--- src/rtl/xlc_pkg.sv ---
package xlc_pkg;
  typedef enum logic [2:0] {
    ST_IDLE      = 3'd0,
    ST_LOOKUP    = 3'd1,
    ST_WALK      = 3'd2,
    ST_WRITEBACK = 3'd3,
    ST_DONE      = 3'd4
  } xlc_state_e;

  localparam logic [1:0] ACC_LOAD  = 2'd0;
  localparam logic [1:0] ACC_STORE = 2'd1;
  localparam logic [1:0] ACC_FETCH = 2'd2;

  localparam int PB_R = 1;
  localparam int PB_W = 2;
  localparam int PB_X = 3;
  localparam int PB_U = 4;
  localparam int PB_A = 6;
  localparam int PB_D = 7;

  localparam int FC_W = 3;
  localparam logic [FC_W-1:0] FC_NONE    = 3'd0;
  localparam logic [FC_W-1:0] FC_ACCESS  = 3'd1;
  localparam logic [FC_W-1:0] FC_PERM    = 3'd4;
  localparam logic [FC_W-1:0] FC_PTE_UPD = 3'd5;
endpackage

--- src/rtl/xlc_perm_check.sv ---
module xlc_perm_check
  import xlc_pkg::*;
(
  input  logic       pte_r,
  input  logic       pte_w,
  input  logic       pte_x,
  input  logic       pte_u,
  input  logic [1:0] acc,
  input  logic       user_mode,
  input  logic       mxr,
  input  logic       sum,
  output logic       ok
);
  logic is_fetch;
  logic is_store;
  logic mode_ok;
  logic kind_ok;

  always_comb begin
    is_fetch = (acc == ACC_FETCH);
    is_store = (acc == ACC_STORE);
    if (user_mode) mode_ok = pte_u;
    else           mode_ok = !pte_u || (sum && !is_fetch);
    if (is_fetch)      kind_ok = pte_x;
    else if (is_store) kind_ok = pte_w;
    else               kind_ok = pte_r || (mxr && pte_x);
    ok = mode_ok && kind_ok;
  end
endmodule

--- src/rtl/xlc_ad_update.sv ---
module xlc_ad_update
  import xlc_pkg::*;
#(
  parameter int PTE_W = 64
) (
  input  logic [PTE_W-1:0] pte_in,
  input  logic [1:0]       acc,
  output logic             need,
  output logic [PTE_W-1:0] pte_out
);
  logic             is_store;
  logic [PTE_W-1:0] set_mask;

  always_comb begin
    is_store       = (acc == ACC_STORE);
    set_mask       = '0;
    set_mask[PB_A] = 1'b1;
    set_mask[PB_D] = is_store;
    need    = !pte_in[PB_A] || (is_store && !pte_in[PB_D]);
    pte_out = pte_in | set_mask;
  end
endmodule

--- src/rtl/xlc_xlate_ctrl.sv ---
module xlc_xlate_ctrl
  import xlc_pkg::*;
#(
  parameter int VA_W  = 39,
  parameter int PA_W  = 56,
  parameter int PTE_W = 64
) (
  input  logic             clk,
  input  logic             rst_n,
  input  logic             cfg_hw_ad,
  input  logic             cfg_mxr,
  input  logic             cfg_sum,
  input  logic             req_valid,
  output logic             req_ready,
  input  logic [VA_W-1:0]  req_vaddr,
  input  logic [1:0]       req_acc,
  input  logic             req_user,
  output logic             cache_lookup,
  output logic [VA_W-1:0]  cache_vaddr,
  input  logic             cache_hit,
  input  logic [PTE_W-1:0] cache_pte,
  input  logic [PA_W-1:0]  cache_pte_addr,
  input  logic [PA_W-1:0]  cache_paddr,
  output logic             cache_fill,
  output logic             cache_upd,
  output logic [PTE_W-1:0] cache_wr_pte,
  output logic [PA_W-1:0]  cache_wr_pte_addr,
  output logic [PA_W-1:0]  cache_wr_paddr,
  output logic             walk_start,
  output logic [VA_W-1:0]  walk_vaddr,
  input  logic             walk_done,
  input  logic             walk_fault,
  input  logic [2:0]       walk_code,
  input  logic [PTE_W-1:0] walk_pte,
  input  logic [PA_W-1:0]  walk_pte_addr,
  input  logic [PA_W-1:0]  walk_paddr,
  output logic             mem_wr_valid,
  output logic [PA_W-1:0]  mem_wr_addr,
  output logic [PTE_W-1:0] mem_wr_data,
  input  logic             mem_wr_done,
  input  logic             mem_wr_err,
  output logic             done,
  output logic             done_fault,
  output logic [2:0]       done_code,
  output logic [PA_W-1:0]  done_paddr
);
  localparam logic [PA_W-1:0] PA_ZERO = '0;

  xlc_state_e       state_q, state_d;
  logic [VA_W-1:0]  va_q;
  logic [1:0]       acc_q;
  logic             user_q;
  logic             from_hit_q;
  logic [PTE_W-1:0] wb_pte_q;
  logic [PA_W-1:0]  wb_addr_q;
  logic [PA_W-1:0]  wb_paddr_q;
  logic [PA_W-1:0]  res_paddr_q;
  logic             res_fault_q;
  logic [2:0]       res_code_q;

  logic             req_ld, wb_ld, res_ld;
  logic [PA_W-1:0]  res_paddr_d;
  logic             res_fault_d;
  logic [2:0]       res_code_d;
  logic             fill_now, upd_now;

  logic             in_lookup, in_walk, in_wb;
  logic             decide_fire;
  logic [PTE_W-1:0] ev_pte;
  logic [PA_W-1:0]  ev_pte_addr;
  logic [PA_W-1:0]  ev_paddr;
  logic             perm_ok;
  logic             ad_need;
  logic [PTE_W-1:0] ad_pte;

  assign in_lookup   = (state_q == ST_LOOKUP);
  assign in_walk     = (state_q == ST_WALK);
  assign in_wb       = (state_q == ST_WRITEBACK);
  assign decide_fire = (in_lookup && cache_hit) || (in_walk && walk_done && !walk_fault);
  assign ev_pte      = in_lookup ? cache_pte      : walk_pte;
  assign ev_pte_addr = in_lookup ? cache_pte_addr : walk_pte_addr;
  assign ev_paddr    = in_lookup ? cache_paddr    : walk_paddr;

  xlc_perm_check u_perm (
    .pte_r     (ev_pte[PB_R]),
    .pte_w     (ev_pte[PB_W]),
    .pte_x     (ev_pte[PB_X]),
    .pte_u     (ev_pte[PB_U]),
    .acc       (acc_q),
    .user_mode (user_q),
    .mxr       (cfg_mxr),
    .sum       (cfg_sum),
    .ok        (perm_ok)
  );

  xlc_ad_update #(.PTE_W(PTE_W)) u_ad (
    .pte_in  (ev_pte),
    .acc     (acc_q),
    .need    (ad_need),
    .pte_out (ad_pte)
  );

  // Next-state and load-enable decode
  always_comb begin
    state_d     = state_q;
    req_ld      = 1'b0;
    wb_ld       = 1'b0;
    res_ld      = 1'b0;
    res_paddr_d = PA_ZERO;
    res_fault_d = 1'b0;
    res_code_d  = FC_NONE;
    fill_now    = 1'b0;
    upd_now     = 1'b0;
    case (state_q)
      ST_IDLE: begin
        if (req_valid) begin
          state_d = ST_LOOKUP;
          req_ld  = 1'b1;
        end
      end
      ST_LOOKUP: begin
        if (!cache_hit) state_d = ST_WALK;
      end
      ST_WALK: begin
        if (walk_done && walk_fault) begin
          state_d     = ST_DONE;
          res_ld      = 1'b1;
          res_fault_d = 1'b1;
          res_code_d  = walk_code;
        end
      end
      ST_WRITEBACK: begin
        if (mem_wr_done) begin
          state_d = ST_DONE;
          res_ld  = 1'b1;
          if (mem_wr_err) begin
            res_fault_d = 1'b1;
            res_code_d  = FC_ACCESS;
          end else begin
            res_paddr_d = wb_paddr_q;
            fill_now    = !from_hit_q;
            upd_now     = from_hit_q;
          end
        end
      end
      ST_DONE: state_d = ST_IDLE;
      default: state_d = ST_IDLE;
    endcase

    if (decide_fire) begin
      state_d = ST_DONE;
      res_ld  = 1'b1;
      if (!perm_ok) begin
        res_fault_d = 1'b1;
        res_code_d  = FC_PERM;
      end else if (!ad_need) begin
        res_paddr_d = ev_paddr;
        fill_now    = in_walk;
      end else if (!cfg_hw_ad) begin
        res_fault_d = 1'b1;
        res_code_d  = FC_PTE_UPD;
      end else begin
        state_d = ST_WRITEBACK;
        res_ld  = 1'b0;
        wb_ld   = 1'b1;
      end
    end
  end

  always_ff @(posedge clk or negedge rst_n) begin
    if (!rst_n) state_q <= ST_IDLE;
    else        state_q <= state_d;
  end

  always_ff @(posedge clk or negedge rst_n) begin
    if (!rst_n) begin
      va_q   <= '0;
      acc_q  <= ACC_LOAD;
      user_q <= 1'b0;
    end else if (req_ld) begin
      va_q   <= req_vaddr;
      acc_q  <= req_acc;
      user_q <= req_user;
    end
  end

  always_ff @(posedge clk or negedge rst_n) begin
    if (!rst_n) begin
      from_hit_q <= 1'b0;
      wb_pte_q   <= '0;
      wb_addr_q  <= '0;
      wb_paddr_q <= '0;
    end else if (wb_ld) begin
      from_hit_q <= in_lookup;
      wb_pte_q   <= ad_pte;
      wb_addr_q  <= ev_pte_addr;
      wb_paddr_q <= ev_paddr;
    end
  end

  always_ff @(posedge clk or negedge rst_n) begin
    if (!rst_n) begin
      res_paddr_q <= '0;
      res_fault_q <= 1'b0;
      res_code_q  <= FC_NONE;
    end else if (res_ld) begin
      res_paddr_q <= res_paddr_d;
      res_fault_q <= res_fault_d;
      res_code_q  <= res_code_d;
    end
  end

  assign req_ready         = (state_q == ST_IDLE);
  assign cache_lookup      = in_lookup;
  assign cache_vaddr       = va_q;
  assign walk_start        = in_lookup && !cache_hit;
  assign walk_vaddr        = va_q;
  assign mem_wr_valid      = in_wb;
  assign mem_wr_addr       = wb_addr_q;
  assign mem_wr_data       = wb_pte_q;
  assign cache_fill        = fill_now;
  assign cache_upd         = upd_now;
  assign cache_wr_pte      = in_wb ? wb_pte_q   : walk_pte;
  assign cache_wr_pte_addr = in_wb ? wb_addr_q  : walk_pte_addr;
  assign cache_wr_paddr    = in_wb ? wb_paddr_q : walk_paddr;
  assign done              = (state_q == ST_DONE);
  assign done_fault        = res_fault_q;
  assign done_code         = res_code_q;
  assign done_paddr        = res_paddr_q;
endmodule

--- config.mk ---
export PLATFORM = sky130hd
export DESIGN_NAME = xlc_xlate_ctrl
export DESIGN_NICKNAME = d
export VERILOG_FILES = /design/src/rtl/xlc_pkg.sv /design/src/rtl/xlc_perm_check.sv /design/src/rtl/xlc_ad_update.sv /design/src/rtl/xlc_xlate_ctrl.sv
export SDC_FILE = /design/constraint.sdc
export NUM_CORES = 1
export LEC_CHECK = 0
export ABC_CLOCK_PERIOD_IN_PS = 6300
export BUFFER_PORTS_ARGS = -buffer_cell sky130_fd_sc_hd__buf_2
export CAP_MARGIN = 20
export CORE_AREA = 3 3 329 331
export CTS_CLUSTER_SIZE = 20
export DETAILED_ROUTE_END_ITERATION = 12
export DIE_AREA = 0 0 332 334
export HOLD_SLACK_MARGIN = 0.12
export PLACE_DENSITY_LB_ADDON = 0.3
export SLEW_MARGIN = 0
export SYNTH_ARGS = -nofsm -noshare
export SYNTH_HDL_FRONTEND = slang
export SYNTH_SLANG_ARGS = --single-unit
--- constraint.sdc ---
create_clock -name clk -period 6.3 [get_ports clk]
set_input_delay 1.26 -clock clk [delete_from_list [all_inputs] [get_ports clk]]
set_output_delay 1.26 -clock clk [all_outputs]
set_load 0.05 [all_outputs]
# Word-level counts from Yosys, hierarchy flattened
# Index checks and enable logic that the tools add are counted.
[word_totals] ff_bits=282 input_bits=408 out_inout_bits=441 word_cells=105
[classes] n_eq_ne=10 mux=61 bitwise=1 n_reduce_logical=22
[ops] op="$mux W56" n=10
[ops] op="$mux W64" n=2
[ops] op="$or A64 B8 Y64" n=1
[ops] op="$mux W3" n=13
[ops] op="$mux W1" n=32
[ops] op="$pmux W3 S4" n=1
[ops] op="$logic_and A1 B1 Y1" n=9
[ops] op="$ne A3 B2 Y1 const B" n=3
[ops] op="$logic_not A1 Y1" n=7
[ops] op="$eq A3 B2 Y1 const B" n=2
[ops] op="$pmux W3 S2" n=1
[ops] op="$logic_or A1 B1 Y1" n=4
[ops] op="$pmux W1 S2" n=2
[ops] op="$reduce_and A4 Y1" n=1
[ops] op="$eq A3 B1 Y1 const B" n=1
[ops] op="$eq A3 B3 Y1 const B" n=1
[ops] op="$logic_not A3 Y1" n=1
[ops] op="$ne A3 B1 Y1 const B" n=1
[ops] op="$eq A2 B1 Y1 const B" n=1
[ops] op="$eq A2 B2 Y1 const B" n=1

# Depth between registers and ports, before layout
[depth] depth_word=9 ltp_mapped=12

# Modules after synthesis
# Synthesis repeated with hierarchy kept, for this count alone.
[unflattened] hier_cells=1903 hier_area_um2=15492.4
[modules_own_cells] module="xlc_xlate_ctrl" instances=1 cells_per_inst=1826 area_each_um2=14928.1 seq_area_each_um2=7056.8
[modules_own_cells] module="xlc_ad_update" instances=1 cells_per_inst=67 area_each_um2=498.0 seq_area_each_um2=0.0
[modules_own_cells] module="xlc_perm_check" instances=1 cells_per_inst=10 area_each_um2=66.3 seq_area_each_um2=0.0

# Worst setup path before layout
# No wires, ideal clock.
[synth_path] kind="input-to-output" startpoint="input port walk_fault" endpoint="output port cache_fill" t_arrival_ps=3378 t_required_ps=5040 path_slack_ps=1662 stages=6 cell_sequence="or4bb_1 -> a21oi_1 -> a21boi_0 -> nand4_1 -> buf_1 -> o32ai_1"
[synth_via] elab_chain_cells=4
[synth_lines] element="from (decl)" line="xlc_xlate_ctrl.sv:32" text="input logic walk_fault,"
[synth_lines] element="$logic_not A1 Y1" line="xlc_xlate_ctrl.sv:79" text="assign decide_fire = (in_lookup && cache_hit) || (in_walk && walk_done && !walk_fault);"
[synth_lines] element="$logic_and A1 B1 Y1" line="xlc_xlate_ctrl.sv:79"
[synth_lines] element="$logic_or A1 B1 Y1" line="xlc_xlate_ctrl.sv:79"
[synth_lines] element="$mux W1" line="xlc_xlate_ctrl.sv:150" text="if (decide_fire) begin"
[synth_lines] element="to (decl)" line="xlc_xlate_ctrl.sv:24" text="output logic cache_fill,"
# No other way between the ends.

# Worst setup path in the final report
[layout_path] startpoint="register state_q[0]" endpoint="output port cache_fill"
[layout_via] elab_chain_cells=9
[layout_lines] element="from (decl)" line="xlc_xlate_ctrl.sv:49" text="xlc_state_e state_q, state_d;"
[layout_lines] element="from (signal assigned)" line="xlc_xlate_ctrl.sv:172" text="else state_q <= state_d;"
[layout_lines] element="$eq A3 B1 Y1" line="xlc_xlate_ctrl.sv:76" text="assign in_lookup = (state_q == ST_LOOKUP);"
[layout_lines] element="$mux W64" line="xlc_xlate_ctrl.sv:80" text="assign ev_pte = in_lookup ? cache_pte : walk_pte;"
[layout_lines] element="$logic_and A1 B1 Y1" line="xlc_perm_check.sv:26" text="else kind_ok = pte_r || (mxr && pte_x);"
[layout_lines] element="$logic_or A1 B1 Y1" line="xlc_perm_check.sv:26"
[layout_lines] element="$mux W1" line="xlc_perm_check.sv:25" text="else if (is_store) kind_ok = pte_w;"
[layout_lines] element="$mux W1" line="xlc_perm_check.sv:24" text="if (is_fetch) kind_ok = pte_x;"
[layout_lines] element="$logic_and A1 B1 Y1" line="xlc_perm_check.sv:27" text="ok = mode_ok && kind_ok;"
[layout_lines] element="$mux W1" line="xlc_xlate_ctrl.sv:153" text="if (!perm_ok) begin"
[layout_lines] element="$mux W1 *" line="xlc_xlate_ctrl.sv:150"
# Mark *: on every way between the ends. The rest lies on a longest branch, timed or not.

==> flow_summary_export.csv <==
group,metric,value,unit
outcome,run_status,"finished clean",
global_route,grt_pass1_vias,15723,
critical_path,r2r-end,"mem_wr_addr[8]$_DFFE_PN0P_",
critical_path,required,5.04,ns
global_route,grt_max_degree,113,
critical_path,worstPathArrival,3.47,ns
sta,layout_setup_ws,1.57,ns
yosys,synthTopCellsByArea,"dfrtp_1 (46%), nand2_1 (17%), o21ai_0 (7.7%), mux2i_1 (7.6%), mux2_2 (7.4%)",
place,gp_congestion,0.863,
final_layout,final_common_cell,"buf_2",
detailed_routing,vias,15880,
critical_path,max_stage_delay,0.65,ns
critical_path,critical-path-top-delay-family,"buffers and inverters",
yosys,ys.flop_type,"dfrtp_1",
detailed_routing,dr.pass1.iters,5,
power_and_ir_drop,p_per_area,622,nW/um^2
yosys,yosys.area.top_type,"dfrtp_1",
sta,fin_worst_skew,0.0182,ns
sta,tns,0,ns
floorplanning,start_util,0.146,
global_route,grt_overflow,0,
power_and_ir_drop,vdd_ir_drop_max,0.387,mV
detailed_routing,drc,0,
clocking,cts_tree,"built",
sta,finalCriticalPeriod,4.73,ns
floorplanning,fp.dieW,332,um
floorplanning,die_area,111000,um^2
yosys,synth_top_area_share,0.459,
worst_hold_path,hold_path_class,"flip-flop to flip-flop",
clocking,ctsHoldBuffers,0,
detailed_routing,drt_wl_total,80.5,mm
power_and_ir_drop,p_switching,0.00788,W
yosys,ys_ff_latch,282,
clocking,cts_root_buf,"clkbuf_16",
critical_path,rr_startpoint,"state_q[0]$_DFFE_PN0P_",
yosys,syn_area_per_cell,8.61,um^2
final_layout,final_cell_mix,"buf_2 (847), nand2_1 (706), dfrtp_1 (282)",
clocking,post_cts_resized,0,
clocking,cts.sinks,282,
place,dp_worst_setup_slack,1.87,ns
final_layout,drive_above_1_share,0.409,
clocking,cts_max_path_buffers,3,
global_route,track_usage,0.138,
critical_path,r2r_slack,2.08,ns
final_layout,nNetsFinal,2934,
clocking,path_clk_slew,0.06,ns
detailed_routing,via_per_inst,4.02,
sta,rsz0062_at_grt,"false",
critical_path,crit_start,"state_q[0]$_DFFE_PN0P_",
floorplanning,die_y,334,um
yosys,netlist_instances,1788,
power_and_ir_drop,power_frac_seq,0.236,
power_and_ir_drop,pwr-share-clk,0.162,
final_layout,utilization,0.210,
global_route,grt_pass1_wl,114,mm
clocking,cts_setup_buffers,0,
place,dp_hpwl,61.8,mm
floorplanning,rows,119,
sta,max_freq,0.211,GHz
sta,tightestPinTransition,0.978,ns
critical_path,cp.depth,7,
clocking,clock_latency,0.56,ns
detailed_routing,drt_iter0_drc,832,
yosys,yosys_warnings,0,
sta,max_slew_margin,0.348,
sta,hold_violations,0,
power_and_ir_drop,combPwrFrac,0.602,
yosys,synth-seq-area-share,0.459,
yosys,ys_types,48,
clocking,h-tree-depth,2,
floorplanning,core_area,105000,um^2
clocking,numCtsBuffers,37,
flow_run,maxCapViolCount,0,
final_layout,syn_to_final_growth,43.6,%
critical_path,crit_fanout,65,
yosys,netlist_area,15400,um^2
sta,timing.final.crit_share,0.751,
power_and_ir_drop,intPower,0.00585,W
critical_path,critPathKind,"flip-flop to primary output",
sta,setup_viol,0,
critical_path,reg2regPathDepth,9,
yosys,syn_nets,2196,
critical_path,path_buf_inv,2,
critical_path,crit_chain,"or3b_4, buf_4, mux2i_1, a211o_1, nand4_1, o32ai_1, buf_2",
yosys,async_reset_ff_frac,1.00,
place,port_buffers,848,
detailed_routing,avgRoutedWirePerCell,20.4,um
critical_path,endpoint_kind,"primary output",
critical_path,cp-endpoint,"cache_fill",
global_route,antenna_found_initial,28,
floorplanning,io_pins,849,
critical_path,cp_slowest_cell,"buf_4",
detailed_routing,ant_nets,0,
sta,drv_slew,0,
critical_path,critPathLaunchType,"flip-flop",
yosys,synth_edf_count,0,
power_and_ir_drop,swShare,0.574,
power_and_ir_drop,leakage,11.5,nW
synthesized netlist by cell type, drive strengths merged (3+ instances only):
| cell type | instances |
|---|---|
| nand2 | 706 |
| clkbuf | 101 |
| inv | 6 |
| mux2 | 102 |
| buf | 72 |
| nand3 | 5 |
| nor2 | 8 |
| nor2b | 58 |
| mux2i | 117 |
| nand2b | 4 |
| dfrtp | 282 |
| a21oi | 4 |
| o211ai | 3 |
| a221o | 56 |
| o21ai | 239 |
worst reg2reg max path: stages, from the launching register on:
cell     delay [ns]
dfrtp_1        0.48
or3b_4         0.32
buf_4          0.65
mux2i_1        0.35
a211o_1        0.40
nand3_4        0.11
buf_4          0.53
or2_4          0.42
buf_12         0.30
o21ai_0        0.52
power by group through the flow:
| stage | logic [W] | clock network, W | registers (W) |
|---|---|---|---|
| after global routing | 0.00873 | 0.00238 | 0.00335 |
| after floorplan | 0.00411 | 0 | 0.00509 |
| after global placement | 0.00834 | 0 | 0.00327 |
| after detailed placement | 0.00838 | 0 | 0.00327 |
| after CTS | 0.00839 | 0.00232 | 0.00325 |
| final | 0.00828 | 0.00223 | 0.00324 |
worst min-delay path by stage:
| stage | startpoint | slack [ns] | endpoint | cells past startpoint |
|---|---|---|---|---|
| floorplan | from_hit_q$_DFFE_PN0P_ | 0.49 | from_hit_q$_DFFE_PN0P_ | 2 |
| global placement | mem_wr_data[6]$_DFFE_PN0P_ | 0.49 | mem_wr_data[6]$_DFFE_PN0P_ | 1 |
| detailed placement | mem_wr_data[6]$_DFFE_PN0P_ | 0.48 | mem_wr_data[6]$_DFFE_PN0P_ | 1 |
| CTS | mem_wr_data[6]$_DFFE_PN0P_ | 0.50 | mem_wr_data[6]$_DFFE_PN0P_ | 1 |
| global route | done_paddr[12]$_DFFE_PN0P_ | 0.52 | done_paddr[12]$_DFFE_PN0P_ | 1 |
| finish | mem_wr_data[6]$_DFFE_PN0P_ | 0.49 | mem_wr_data[6]$_DFFE_PN0P_ | 1 |
metal layers:
| layer | GRT usage | up-vias | routed length [um] | part of all wire |
|---|---|---|---|---|
| met5 | 0 | - | 26 | 0.00032 |
| met4 | 0.0474 | 4 | 2200 | 0.027 |
| met3 | 0.0371 | 106 | 5500 | 0.068 |
| met2 | 0.232 | 631 | 39200 | 0.49 |
| met1 | 0.170 | 7699 | 33500 | 0.42 |
| li1 | - | 7440 | - | - |
final cells by class:
type                            count  area [um^2]
Fill cell                       11877        83300
Multi-Input combinational cell   1327         7500
Sequential cell                   282         7060
Timing Repair Buffer              872         4510
Tap cell                         1391         1740
Clock buffer                       50         1030
Clock inverter                     13          204
Inverter                            6         35.0
Antenna cell                        9         22.5
stage by stage:
step           total power (W)  area (um^2)  hold WS [ns]  std cells
2_1_floorplan          0.00919        15400         0.491       1788
4_1_cts                 0.0140        22100         0.497       3941
3_5_place_dp            0.0116        20800         0.483       3878
3_3_place_gp            0.0116        20800         0.486       3878
6_report                0.0137        22100         0.494       3950
5_1_grt                 0.0145        22100         0.517       3948
cell families (layout without fill, tap and decap cells):
| family | Yosys count | after routing | synth area share |
|---|---|---|---|
| compound gates | 316 | 316 | 0.126 |
| mux | 219 | 219 | 0.151 |
| simple gates | 792 | 792 | 0.207 |
| other cells | 0 | 9 | 0 |
| flops | 282 | 282 | 0.459 |
| buf+inv | 179 | 941 | 0.0573 |
sequential cells by signal (all words and copies together), names as in the netlist:
register / cells
mem_wr_data: 64
done_paddr: 56
mem_wr_addr: 56
wb_paddr_q: 56
cache_vaddr: 39
done_code: 3
state_q: 3
acc_q: 2
done_fault: 1
from_hit_q: 1
user_q: 1
Power figures use the tool's default switching activity.
